<file path="src/rtl/irq_agg_pkg.sv">
package irq_agg_pkg;
  localparam int AW = 4;

  localparam logic [AW-1:0] A_ERR_MASK  = 4'd0;
  localparam logic [AW-1:0] A_ERR_STAT  = 4'd1;
  localparam logic [AW-1:0] A_ERR_CLR   = 4'd2;
  localparam logic [AW-1:0] A_PRO_MASK  = 4'd3;
  localparam logic [AW-1:0] A_PRO_STAT  = 4'd4;
  localparam logic [AW-1:0] A_PRO_CLR   = 4'd5;
  localparam logic [AW-1:0] A_L2_RAW    = 4'd6;
  localparam logic [AW-1:0] A_L2_MASK   = 4'd7;
  localparam logic [AW-1:0] A_L2_MASKED = 4'd8;
  localparam logic [AW-1:0] A_L2_CLR    = 4'd9;
  localparam logic [AW-1:0] A_L2_SET    = 4'd10;

  // bit offsets decoded by the host
  localparam int ERR_LSB = 0;
  localparam int PRO_LSB = 3;
  localparam int L2_LSB  = 2;
  localparam int L2_LB   = 2;
  localparam int L2_BR   = 3;
  localparam int L2_ER   = 4;
  localparam int L2_PR   = 5;
  localparam int L2_N    = 4;
endpackage

</file>
<file path="src/rtl/irq_l1_group.sv">
module irq_l1_group #(
  parameter int DW   = 8,
  parameter int NSRC = 4,
  parameter int LSB  = 0
) (
  input  logic            clk,
  input  logic            rst,
  input  logic [NSRC-1:0] src_i,
  input  logic            mask_we_i,
  input  logic            clr_we_i,
  input  logic [DW-1:0]   wdata_i,
  output logic [DW-1:0]   mask_o,
  output logic [DW-1:0]   stat_o,
  output logic            any_o
);
  localparam int PAD = DW - NSRC;

  logic [NSRC-1:0] mask_q;
  logic [NSRC-1:0] stat_q;
  logic [NSRC-1:0] field;
  logic [NSRC-1:0] clr_bits;

  assign field    = wdata_i[LSB +: NSRC];
  assign clr_bits = clr_we_i ? field : '0;

  always_ff @(posedge clk) begin
    if (rst) begin
      mask_q <= '0;
      stat_q <= '0;
    end else begin
      if (mask_we_i) mask_q <= field;
      // new events win over a clear of the same bit
      stat_q <= (stat_q & ~clr_bits) | src_i;
    end
  end

  assign mask_o = {{PAD{1'b0}}, mask_q} << LSB;
  assign stat_o = {{PAD{1'b0}}, stat_q} << LSB;
  assign any_o  = |(stat_q & mask_q);

  // a status bit without a clear write stays set
  assert_sticky_R2: assert property (@(posedge clk) disable iff (rst)
    !clr_we_i |=> ((stat_q & $past(stat_q)) == $past(stat_q)));

  // a pulse always leaves its bit set, even against a clear
  assert_setwins_R4: assert property (@(posedge clk) disable iff (rst)
    (src_i != '0) |=> ((stat_q & $past(src_i)) == $past(src_i)));
endmodule

</file>
<file path="src/rtl/irq_l2_bank.sv">
module irq_l2_bank
  import irq_agg_pkg::*;
#(
  parameter int DW = 8
) (
  input  logic              clk,
  input  logic              rst,
  input  logic              lb_i,
  input  logic              br_i,
  input  logic              err_any_i,
  input  logic              pro_any_i,
  input  logic              err_l1clr_i,
  input  logic              pro_l1clr_i,
  input  logic              mask_we_i,
  input  logic              clr_we_i,
  input  logic              set_we_i,
  input  logic [DW-1:0]     wdata_i,
  output logic [DW-1:0]     raw_o,
  output logic [DW-1:0]     mask_o,
  output logic [DW-1:0]     masked_o,
  output logic [L2_N-1:0]   irq_o
);
  localparam int PAD = DW - L2_N - L2_LSB;

  logic            lb_q, br_q, frc_err_q, frc_pro_q;
  logic [L2_N-1:0] mask_q;
  logic [L2_N-1:0] raw4;
  logic            clr_lb, clr_br, set_lb, set_br, set_er, set_pr;

  assign clr_lb = clr_we_i & wdata_i[L2_LB];
  assign clr_br = clr_we_i & wdata_i[L2_BR];
  assign set_lb = set_we_i & wdata_i[L2_LB];
  assign set_br = set_we_i & wdata_i[L2_BR];
  assign set_er = set_we_i & wdata_i[L2_ER];
  assign set_pr = set_we_i & wdata_i[L2_PR];

  always_ff @(posedge clk) begin
    if (rst) begin
      lb_q      <= 1'b0;
      br_q      <= 1'b0;
      frc_err_q <= 1'b0;
      frc_pro_q <= 1'b0;
      mask_q    <= '0;
    end else begin
      lb_q <= (lb_q & ~clr_lb) | lb_i | set_lb;
      br_q <= (br_q & ~clr_br) | br_i | set_br;
      if (set_er)           frc_err_q <= 1'b1;
      else if (err_l1clr_i) frc_err_q <= 1'b0;
      if (set_pr)           frc_pro_q <= 1'b1;
      else if (pro_l1clr_i) frc_pro_q <= 1'b0;
      if (mask_we_i) mask_q <= wdata_i[L2_LSB +: L2_N];
    end
  end

  assign raw4     = {pro_any_i | frc_pro_q, err_any_i | frc_err_q, br_q, lb_q};
  assign raw_o    = {{PAD{1'b0}}, raw4, {L2_LSB{1'b0}}};
  assign mask_o   = {{PAD{1'b0}}, mask_q, {L2_LSB{1'b0}}};
  assign masked_o = {{PAD{1'b0}}, raw4 & mask_q, {L2_LSB{1'b0}}};
  assign irq_o    = raw4 & mask_q;

  // a clear write with no pulse or set drops the request bit
  assert_lb_clr_R6: assert property (@(posedge clk) disable iff (rst)
    (clr_lb && !lb_i && !set_lb) |=> !lb_q);

  // a pulse keeps the burst request set in the following cycle
  assert_br_set_R6: assert property (@(posedge clk) disable iff (rst)
    br_i |=> br_q);

  // a software set of the summary bit raises its interrupt raw view
  assert_force_R9: assert property (@(posedge clk) disable iff (rst)
    set_er |=> raw4[L2_ER - L2_LSB]);
endmodule

</file>
<file path="src/rtl/irq_agg_top.sv">
module irq_agg_top
  import irq_agg_pkg::*;
#(
  parameter int DW   = 8,
  parameter int NSRC = 4
) (
  input  logic            clk,
  input  logic            rst,
  input  logic [NSRC-1:0] err_evt_i,
  input  logic [NSRC-1:0] pro_evt_i,
  input  logic            breq_evt_i,
  input  logic            lbreq_evt_i,
  input  logic            reg_we_i,
  input  logic            reg_re_i,
  input  logic [AW-1:0]   reg_addr_i,
  input  logic [DW-1:0]   reg_wdata_i,
  output logic [DW-1:0]   reg_rdata_o,
  output logic            irq_lbreq_o,
  output logic            irq_breq_o,
  output logic            irq_err_o,
  output logic            irq_pro_o
);
  localparam int NGRP = 2;

  logic [NGRP-1:0][NSRC-1:0] l1_src;
  logic [NGRP-1:0][DW-1:0]   l1_mask, l1_stat;
  logic [NGRP-1:0]           l1_any, l1_mwe, l1_cwe;
  logic [DW-1:0]             l2_raw, l2_mask, l2_masked;
  logic [L2_N-1:0]           irq_vec;

  assign l1_src[0] = err_evt_i;
  assign l1_src[1] = pro_evt_i;
  assign l1_mwe[0] = reg_we_i && (reg_addr_i == A_ERR_MASK);
  assign l1_cwe[0] = reg_we_i && (reg_addr_i == A_ERR_CLR);
  assign l1_mwe[1] = reg_we_i && (reg_addr_i == A_PRO_MASK);
  assign l1_cwe[1] = reg_we_i && (reg_addr_i == A_PRO_CLR);

  for (genvar g = 0; g < NGRP; g++) begin : g_l1
    localparam int GLSB = (g == 0) ? ERR_LSB : PRO_LSB;
    irq_l1_group #(.DW(DW), .NSRC(NSRC), .LSB(GLSB)) u_grp (
      .clk       (clk),
      .rst       (rst),
      .src_i     (l1_src[g]),
      .mask_we_i (l1_mwe[g]),
      .clr_we_i  (l1_cwe[g]),
      .wdata_i   (reg_wdata_i),
      .mask_o    (l1_mask[g]),
      .stat_o    (l1_stat[g]),
      .any_o     (l1_any[g])
    );
  end

  irq_l2_bank #(.DW(DW)) u_l2 (
    .clk         (clk),
    .rst         (rst),
    .lb_i        (lbreq_evt_i),
    .br_i        (breq_evt_i),
    .err_any_i   (l1_any[0]),
    .pro_any_i   (l1_any[1]),
    .err_l1clr_i (l1_cwe[0]),
    .pro_l1clr_i (l1_cwe[1]),
    .mask_we_i   (reg_we_i && (reg_addr_i == A_L2_MASK)),
    .clr_we_i    (reg_we_i && (reg_addr_i == A_L2_CLR)),
    .set_we_i    (reg_we_i && (reg_addr_i == A_L2_SET)),
    .wdata_i     (reg_wdata_i),
    .raw_o       (l2_raw),
    .mask_o      (l2_mask),
    .masked_o    (l2_masked),
    .irq_o       (irq_vec)
  );

  always_ff @(posedge clk) begin
    if (rst) begin
      reg_rdata_o <= '0;
    end else if (reg_re_i) begin
      case (reg_addr_i)
        A_ERR_MASK:  reg_rdata_o <= l1_mask[0];
        A_ERR_STAT:  reg_rdata_o <= l1_stat[0];
        A_PRO_MASK:  reg_rdata_o <= l1_mask[1];
        A_PRO_STAT:  reg_rdata_o <= l1_stat[1];
        A_L2_RAW:    reg_rdata_o <= l2_raw;
        A_L2_MASK:   reg_rdata_o <= l2_mask;
        A_L2_MASKED: reg_rdata_o <= l2_masked;
        default:     reg_rdata_o <= '0;
      endcase
    end
  end

  assign irq_lbreq_o = irq_vec[L2_LB - L2_LSB];
  assign irq_breq_o  = irq_vec[L2_BR - L2_LSB];
  assign irq_err_o   = irq_vec[L2_ER - L2_LSB];
  assign irq_pro_o   = irq_vec[L2_PR - L2_LSB];

  // the cycle after reset all interrupt lines are low
  assert_quiet_R1: assert property (@(posedge clk)
    rst |=> !(irq_lbreq_o || irq_breq_o || irq_err_o || irq_pro_o));

  // a read of a clear register returns 0
  assert_rdclr_R10: assert property (@(posedge clk) disable iff (rst)
    (reg_re_i && (reg_addr_i == A_ERR_CLR || reg_addr_i == A_L2_SET))
    |=> (reg_rdata_o == '0));
endmodule

</file>
<file path="config.mk">
export PLATFORM = sky130hd
export DESIGN_NAME = irq_agg_top
export DESIGN_NICKNAME = d
export VERILOG_FILES = /design/src/rtl/irq_agg_pkg.sv /design/src/rtl/irq_l1_group.sv /design/src/rtl/irq_l2_bank.sv /design/src/rtl/irq_agg_top.sv
export SDC_FILE = /design/constraint.sdc
export NUM_CORES = 1
export LEC_CHECK = 0
export BUFFER_PORTS_ARGS = -buffer_cell sky130_fd_sc_hd__buf_2
export CORE_MARGIN = 3
export CORE_UTILIZATION = 35
export CTS_BUF_LIST = sky130_fd_sc_hd__clkbuf_4 sky130_fd_sc_hd__clkbuf_8 sky130_fd_sc_hd__clkbuf_16
export CTS_CLUSTER_DIAMETER = 40
export CTS_CLUSTER_SIZE = 8
export DETAILED_ROUTE_END_ITERATION = 16
export GPL_ROUTABILITY_DRIVEN = 0
export PLACE_DENSITY = 0.63
export SLEW_MARGIN = 20
export SYNTH_ARGS = -nofsm -noshare
export SYNTH_HDL_FRONTEND = slang
export SYNTH_SLANG_ARGS = --single-unit
</file>
<file path="constraint.sdc">
create_clock -name clk -period 1.6 [get_ports clk]
set_input_delay 0.24 -clock clk [delete_from_list [all_inputs] [get_ports clk]]
set_output_delay 0.24 -clock clk [all_outputs]
set_load 0.005 [all_outputs]
</file>
# After elaboration in Yosys (flattened, before gate mapping)
# Index checks and enable logic that the tools add are counted.
dict set report totals {
  output_inout_bits 12
  regBits 32
  elab_cells 64
}
dict set report op_classes {
  bitwise 25
  reduce_logical 12
  n_mux 7
  n_eq_ne 10
}
# operator n
set ops {}
lappend ops {{$pmux 7 s7} 1}
lappend ops {{$and 4x4->4} 5}
lappend ops {{$eq 4x3->1 const B} 4}
lappend ops {{$eq 4x4->1 const B} 3}
lappend ops {{$and 1x1->1} 8}
lappend ops {{$eq 4x2->1 const B} 2}
lappend ops {{$mux 4} 2}
lappend ops {{$not 4->4} 2}
lappend ops {{$or 4x4->4} 2}
lappend ops {{$reduce_or 4->1} 2}
lappend ops {{$logic_and 1x1->1} 7}
lappend ops {{$or 1x1->1} 6}
lappend ops {{$eq 4x1->1 const B} 1}
lappend ops {{$logic_not 4->1} 1}
lappend ops {{$mux 1} 4}
lappend ops {{$reduce_bool 2->1} 2}
lappend ops {{$not 1->1} 2}

# Logic depth before layout (Yosys ltp)
dict set report depth {
  ltp_word 7
  depth_mapped 7
  depth_no_buf 4
}

# By module
# From an unflattened synthesis, not the netlist that was laid out.
dict set report unflattened {
  cells_unflattened 251
  area_unflattened_um2 2235.9
}
# mod area_per_inst_um2 n_inst cells_per_inst seq_area_each_um2
set by_module_without_submodules {}
lappend by_module_without_submodules {irq_agg_top 993.5 1 112 160.2}
lappend by_module_without_submodules {irq_l1_group 379.1 2 42 160.2}
lappend by_module_without_submodules {irq_l2_bank 484.2 1 55 160.2}

# Least setup slack after synthesis
# OpenSTA, ideal clock, no wires.
dict set report synth_timing {
  path_type {input -> register}
  from {input port reg_addr_i[2]}
  to {register u_l2.mask_q[0]}
  t_required_ns 1.472
  path_buffers 3
  cell_stages 7
  arrival_time_ns 1.146
  path_slack_ns 0.327
  setup_ns 0.128
  cell_sequence {buf_6 > and2b_1 > buf_4 > and4_1 > buf_6 > mux2i_1 > nor2_1}
}
dict set report synth_between {
  elab_chain_cells 2
}
# element line
set synth_rtl {}
lappend synth_rtl {{start: declaration} irq_agg_top.sv:15} ;# input logic [AW-1:0] reg_addr_i,
lappend synth_rtl {{$eq 4x3->1} irq_agg_top.sv:62} ;# .mask_we_i (reg_we_i && (reg_addr_i == A_L2_MASK)),
lappend synth_rtl {{$logic_and 1x1->1} irq_agg_top.sv:62}
lappend synth_rtl {{end signal: assignment} irq_l2_bank.sv:51} ;# if (mask_we_i) mask_q <= wdata_i[L2_LSB +: L2_N];
lappend synth_rtl {{end: declaration} irq_l2_bank.sv:26} ;# logic [L2_N-1:0] mask_q;
# Every way passes these cells.
# A chain may end at the register's enable or synchronous reset.

# Worst setup path after layout
dict set report layout_timing {
  from {register g_l1[1].u_grp.stat_q[2]}
  to {output port irq_pro_o}
}
dict set report layout_between {
  elab_chain_cells 4
}
# element line
set layout_rtl {}
lappend layout_rtl {{start: declaration} irq_l1_group.sv:19} ;# logic [NSRC-1:0] stat_q;
lappend layout_rtl {{start signal: assignment} irq_l1_group.sv:33} ;# stat_q <= (stat_q & ~clr_bits) | src_i;
lappend layout_rtl {{$and 4x4->4} irq_l1_group.sv:39} ;# assign any_o = |(stat_q & mask_q);
lappend layout_rtl {{$reduce_or 4->1} irq_l1_group.sv:39}
lappend layout_rtl {{$or 1x1->1} irq_l2_bank.sv:55} ;# assign raw4 = {pro_any_i | frc_pro_q, err_any_i | frc_err_q, br_q, lb_q};
lappend layout_rtl {{$and 4x4->4} irq_l2_bank.sv:59} ;# assign irq_o = raw4 & mask_q;
lappend layout_rtl {{end: declaration} irq_agg_top.sv:21} ;# output logic irq_pro_o
# Every way passes these cells.

==> flow_summary.ini <==
[run_status]
outcome = complete, no violations

[job]
drv_cap = 0

[clocking]
root_buffer = clkbuf_8
cts_hold_buf = 0
cts_tree = yes
cts_made_buffers = 5
clock_sinks = 31
path_clk_slew_ns = 0.06
clk_latency_ns = 0.28
htreeDepth = 2
clockBufferDepth = 2

[routing]
routed_wl_um = 4140
dr_wl_met3_um = 216
drc = 0
dr.first_iter.drc_count = 102
avgViaCountPerCell = 5.37
avgRoutedWirePerCell_um = 15.0
ant_nets = 0
route.met2.wl_um = 1800
m1WireLength_um = 2070
top_layer = met4
num_vias = 1488
drt_pre_antenna_iters = 4

[die]
rows = 24
dieArea_sq_um = 5600
core_region_area_sq_um = 4470
die_h_um = 74.8
die_w_um = 74.8
io_pins = 38
initial_core_util_pct = 37.1

[place]
dpl.hpwl_um = 3120
portBuffers = 35

[synthesis]
synth-warning-count = 0
ys_ff_latch = 31
postSynthCellCount = 188
avgSynthCellArea_sq_um = 8.82
ys_seq_area_share_pct = 37.4
synth_nets = 214
synth.distinct_cells = 44
syn_area_sq_um = 1660

[final_layout]
final_util_pct = 43.7
final_nets = 250
layout_common_cells = buf_2 (35), dfxtp_1 (30), a21oi_1 (20), nor2_1 (20), nand3_1 (19)
drive_gt1_share_pct = 28.4
final_common_cell = buf_2
antennaDiodeCount = 0
area_growth_syn_to_layout_pct = 18.0

[grt]
grt_pass1_vias = 1389
grt_max_degree = 25
antenna_found_initial = 0
grt_pass1_wl_um = 6910
gr-total-overflow = 0
grt_usage_pct = 16.3

[power]
p_per_area_nw_per_um2 = 877
static-leakage-power_nw = 0.804
power.total_mw = 1.72
ir_drop_uv = 349

[critical_path]
worstPathRequired_ns = 1.36
r2r_cells = 3
setup.worst_path.end_class = output pin
cp_data_arrival_time_ns = 1.30
crit_path_start_kind = flop
cp_max_fo = 3
crit_type = reg2out

[timing]
slew_violations = 0
period_needed_ns = 1.54
skew_ns = 0.00629
finalCritPeriodShare_pct = 96.3
fin_setup_tns_ns = 0
rsz0062_at_grt = true
fmax_mhz = 649
setup-violations-final = 0
hold_viol_final = 0

[worst_hold_path]
min_path_type = in2reg
worstHoldPathCells = 3
==> logic make-up after synthesis <==
logic type / count (synthesis) / synth area share (%)
simple gates: 78 / 24.9
buf+inv: 18 / 7.77
mux: 15 / 9.96
flops: 31 / 37.4
other cells: 1 / 0.226
compound gates: 45 / 19.7
==> cells in the mapped netlist <==
| cell type | instances | share of area (%) |
|---|---|---|
| nor3b_2 | 2 | 1.5 |
| a21oi_1 | 20 | 6.0 |
| a211o_1 | 3 | 1.6 |
| nor2b_1 | 5 | 1.9 |
| dfxtp_1 | 31 | 37 |
| a221oi_4 | 1 | 1.6 |
| o41ai_2 | 1 | 0.98 |
| nor4bb_1 | 1 | 0.60 |
| nor3b_1 | 1 | 0.45 |
| conb_1 | 1 | 0.23 |
| nor2_1 | 20 | 4.5 |
| a21boi_0 | 2 | 0.91 |
| a221oi_1 | 2 | 1.1 |
| nand2_1 | 15 | 3.4 |
| mux4_2 | 1 | 1.4 |
| and3b_1 | 1 | 0.53 |
| a22oi_1 | 4 | 1.8 |
| a31o_1 | 1 | 0.53 |
| a211oi_1 | 2 | 0.91 |
| o21ai_1 | 1 | 0.30 |
| buf_1 | 1 | 0.23 |
| and2b_1 | 1 | 0.45 |
| clkbuf_1 | 3 | 0.68 |
| nor2b_4 | 1 | 0.83 |
| a311oi_1 | 3 | 1.6 |
| buf_2 | 3 | 0.91 |
| nor2_4 | 1 | 0.68 |
| nor3_1 | 3 | 0.91 |
| a31oi_1 | 2 | 0.75 |
| and2_1 | 2 | 0.75 |
| mux2i_1 | 12 | 7.2 |
| buf_6 | 4 | 2.7 |
| a222oi_1 | 2 | 1.2 |
| nand4_1 | 1 | 0.38 |
| a21o_1 | 1 | 0.45 |
| inv_1 | 3 | 0.68 |
| and3_1 | 2 | 0.75 |
| and4_1 | 1 | 0.53 |
| buf_4 | 3 | 1.4 |
| nor2_2 | 1 | 0.38 |
| mux2_2 | 2 | 1.4 |
| and4b_1 | 1 | 0.60 |
| nand3_1 | 19 | 5.7 |
| buf_12 | 1 | 1.2 |
==> where the power goes <==
part	switching, mW	internal, mW
sequential	0.0222	0.796
combinational	0.115	0.0828
clock	0.291	0.409
==> through the flow <==
stage / setup slack, ns / cell area (sq um) / hold WS, ns / std cells
finish: 0.0591 / 1960 / 0.165 / 277
global route: -0.0456 / 1960 / 0.171 / 277
CTS: 0.00963 / 1950 / 0.157 / 277
detailed placement: 0.0651 / 1840 / 0.451 / 268
global placement: 0.0761 / 1840 / 0.445 / 268
floorplan: 0.327 / 1660 / 0.357 / 188
==> path summary, 6_finish.rpt <==
check,from,to,slack (ns)
max reg2reg,g_l1[1].u_grp.stat_q[0],reg_rdata_o[3],0.35
max,g_l1[1].u_grp.stat_q[2],irq_pro_o,0.06
min reg2reg,reg_rdata_o[0],reg_rdata_o[0],0.46
min,pro_evt_i[2],g_l1[1].u_grp.stat_q[2],0.16
==> worst max-delay path, cell delays in order (launching register included) <==
cell	delay [ns]
dfxtp_1	0.34
a222oi_1	0.39
a21boi_0	0.14
buf_2	0.15
==> flip-flops by register name, indices dropped and copies added (netlist names) <==
| signal | count |
|---|---|
| u_l2.lb_q | 1 |
| u_l2.frc_pro_q | 1 |
| g_l1.u_grp.mask_q | 8 |
| u_l2.br_q | 1 |
| u_l2.mask_q | 4 |
| reg_rdata_o | 7 |
| g_l1.u_grp.stat_q | 8 |
| u_l2.frc_err_q | 1 |
==> final cells by class <==
type / count / area (sq um)
Tap cell: 52 / 65.1
Timing Repair Buffer: 44 / 243
Clock buffer: 8 / 104
Multi-Input combinational cell: 139 / 912
Inverter: 3 / 11.3
Fill cell: 442 / 2520
Sequential cell: 31 / 622
==> what timing repair did <==
item                       CTS  global route
buffers inserted             1             0
hold endpoints to repair     0             0
setup endpoints to repair    1             1
gates cloned                 0             0
gates resized for setup      0             3
pin swaps                    1             1
==> routing by layer <==
| metal | global-route usage (%) | vias up |
|---|---|---|
| li1 | - | 752 |
| met1 | 23.4 | 690 |
| met2 | 23.7 | 41 |
| met3 | 3.74 | 5 |
| met4 | 5.73 | 0 |
| met5 | 0 | - |
(Power assumes the default switching activity.)
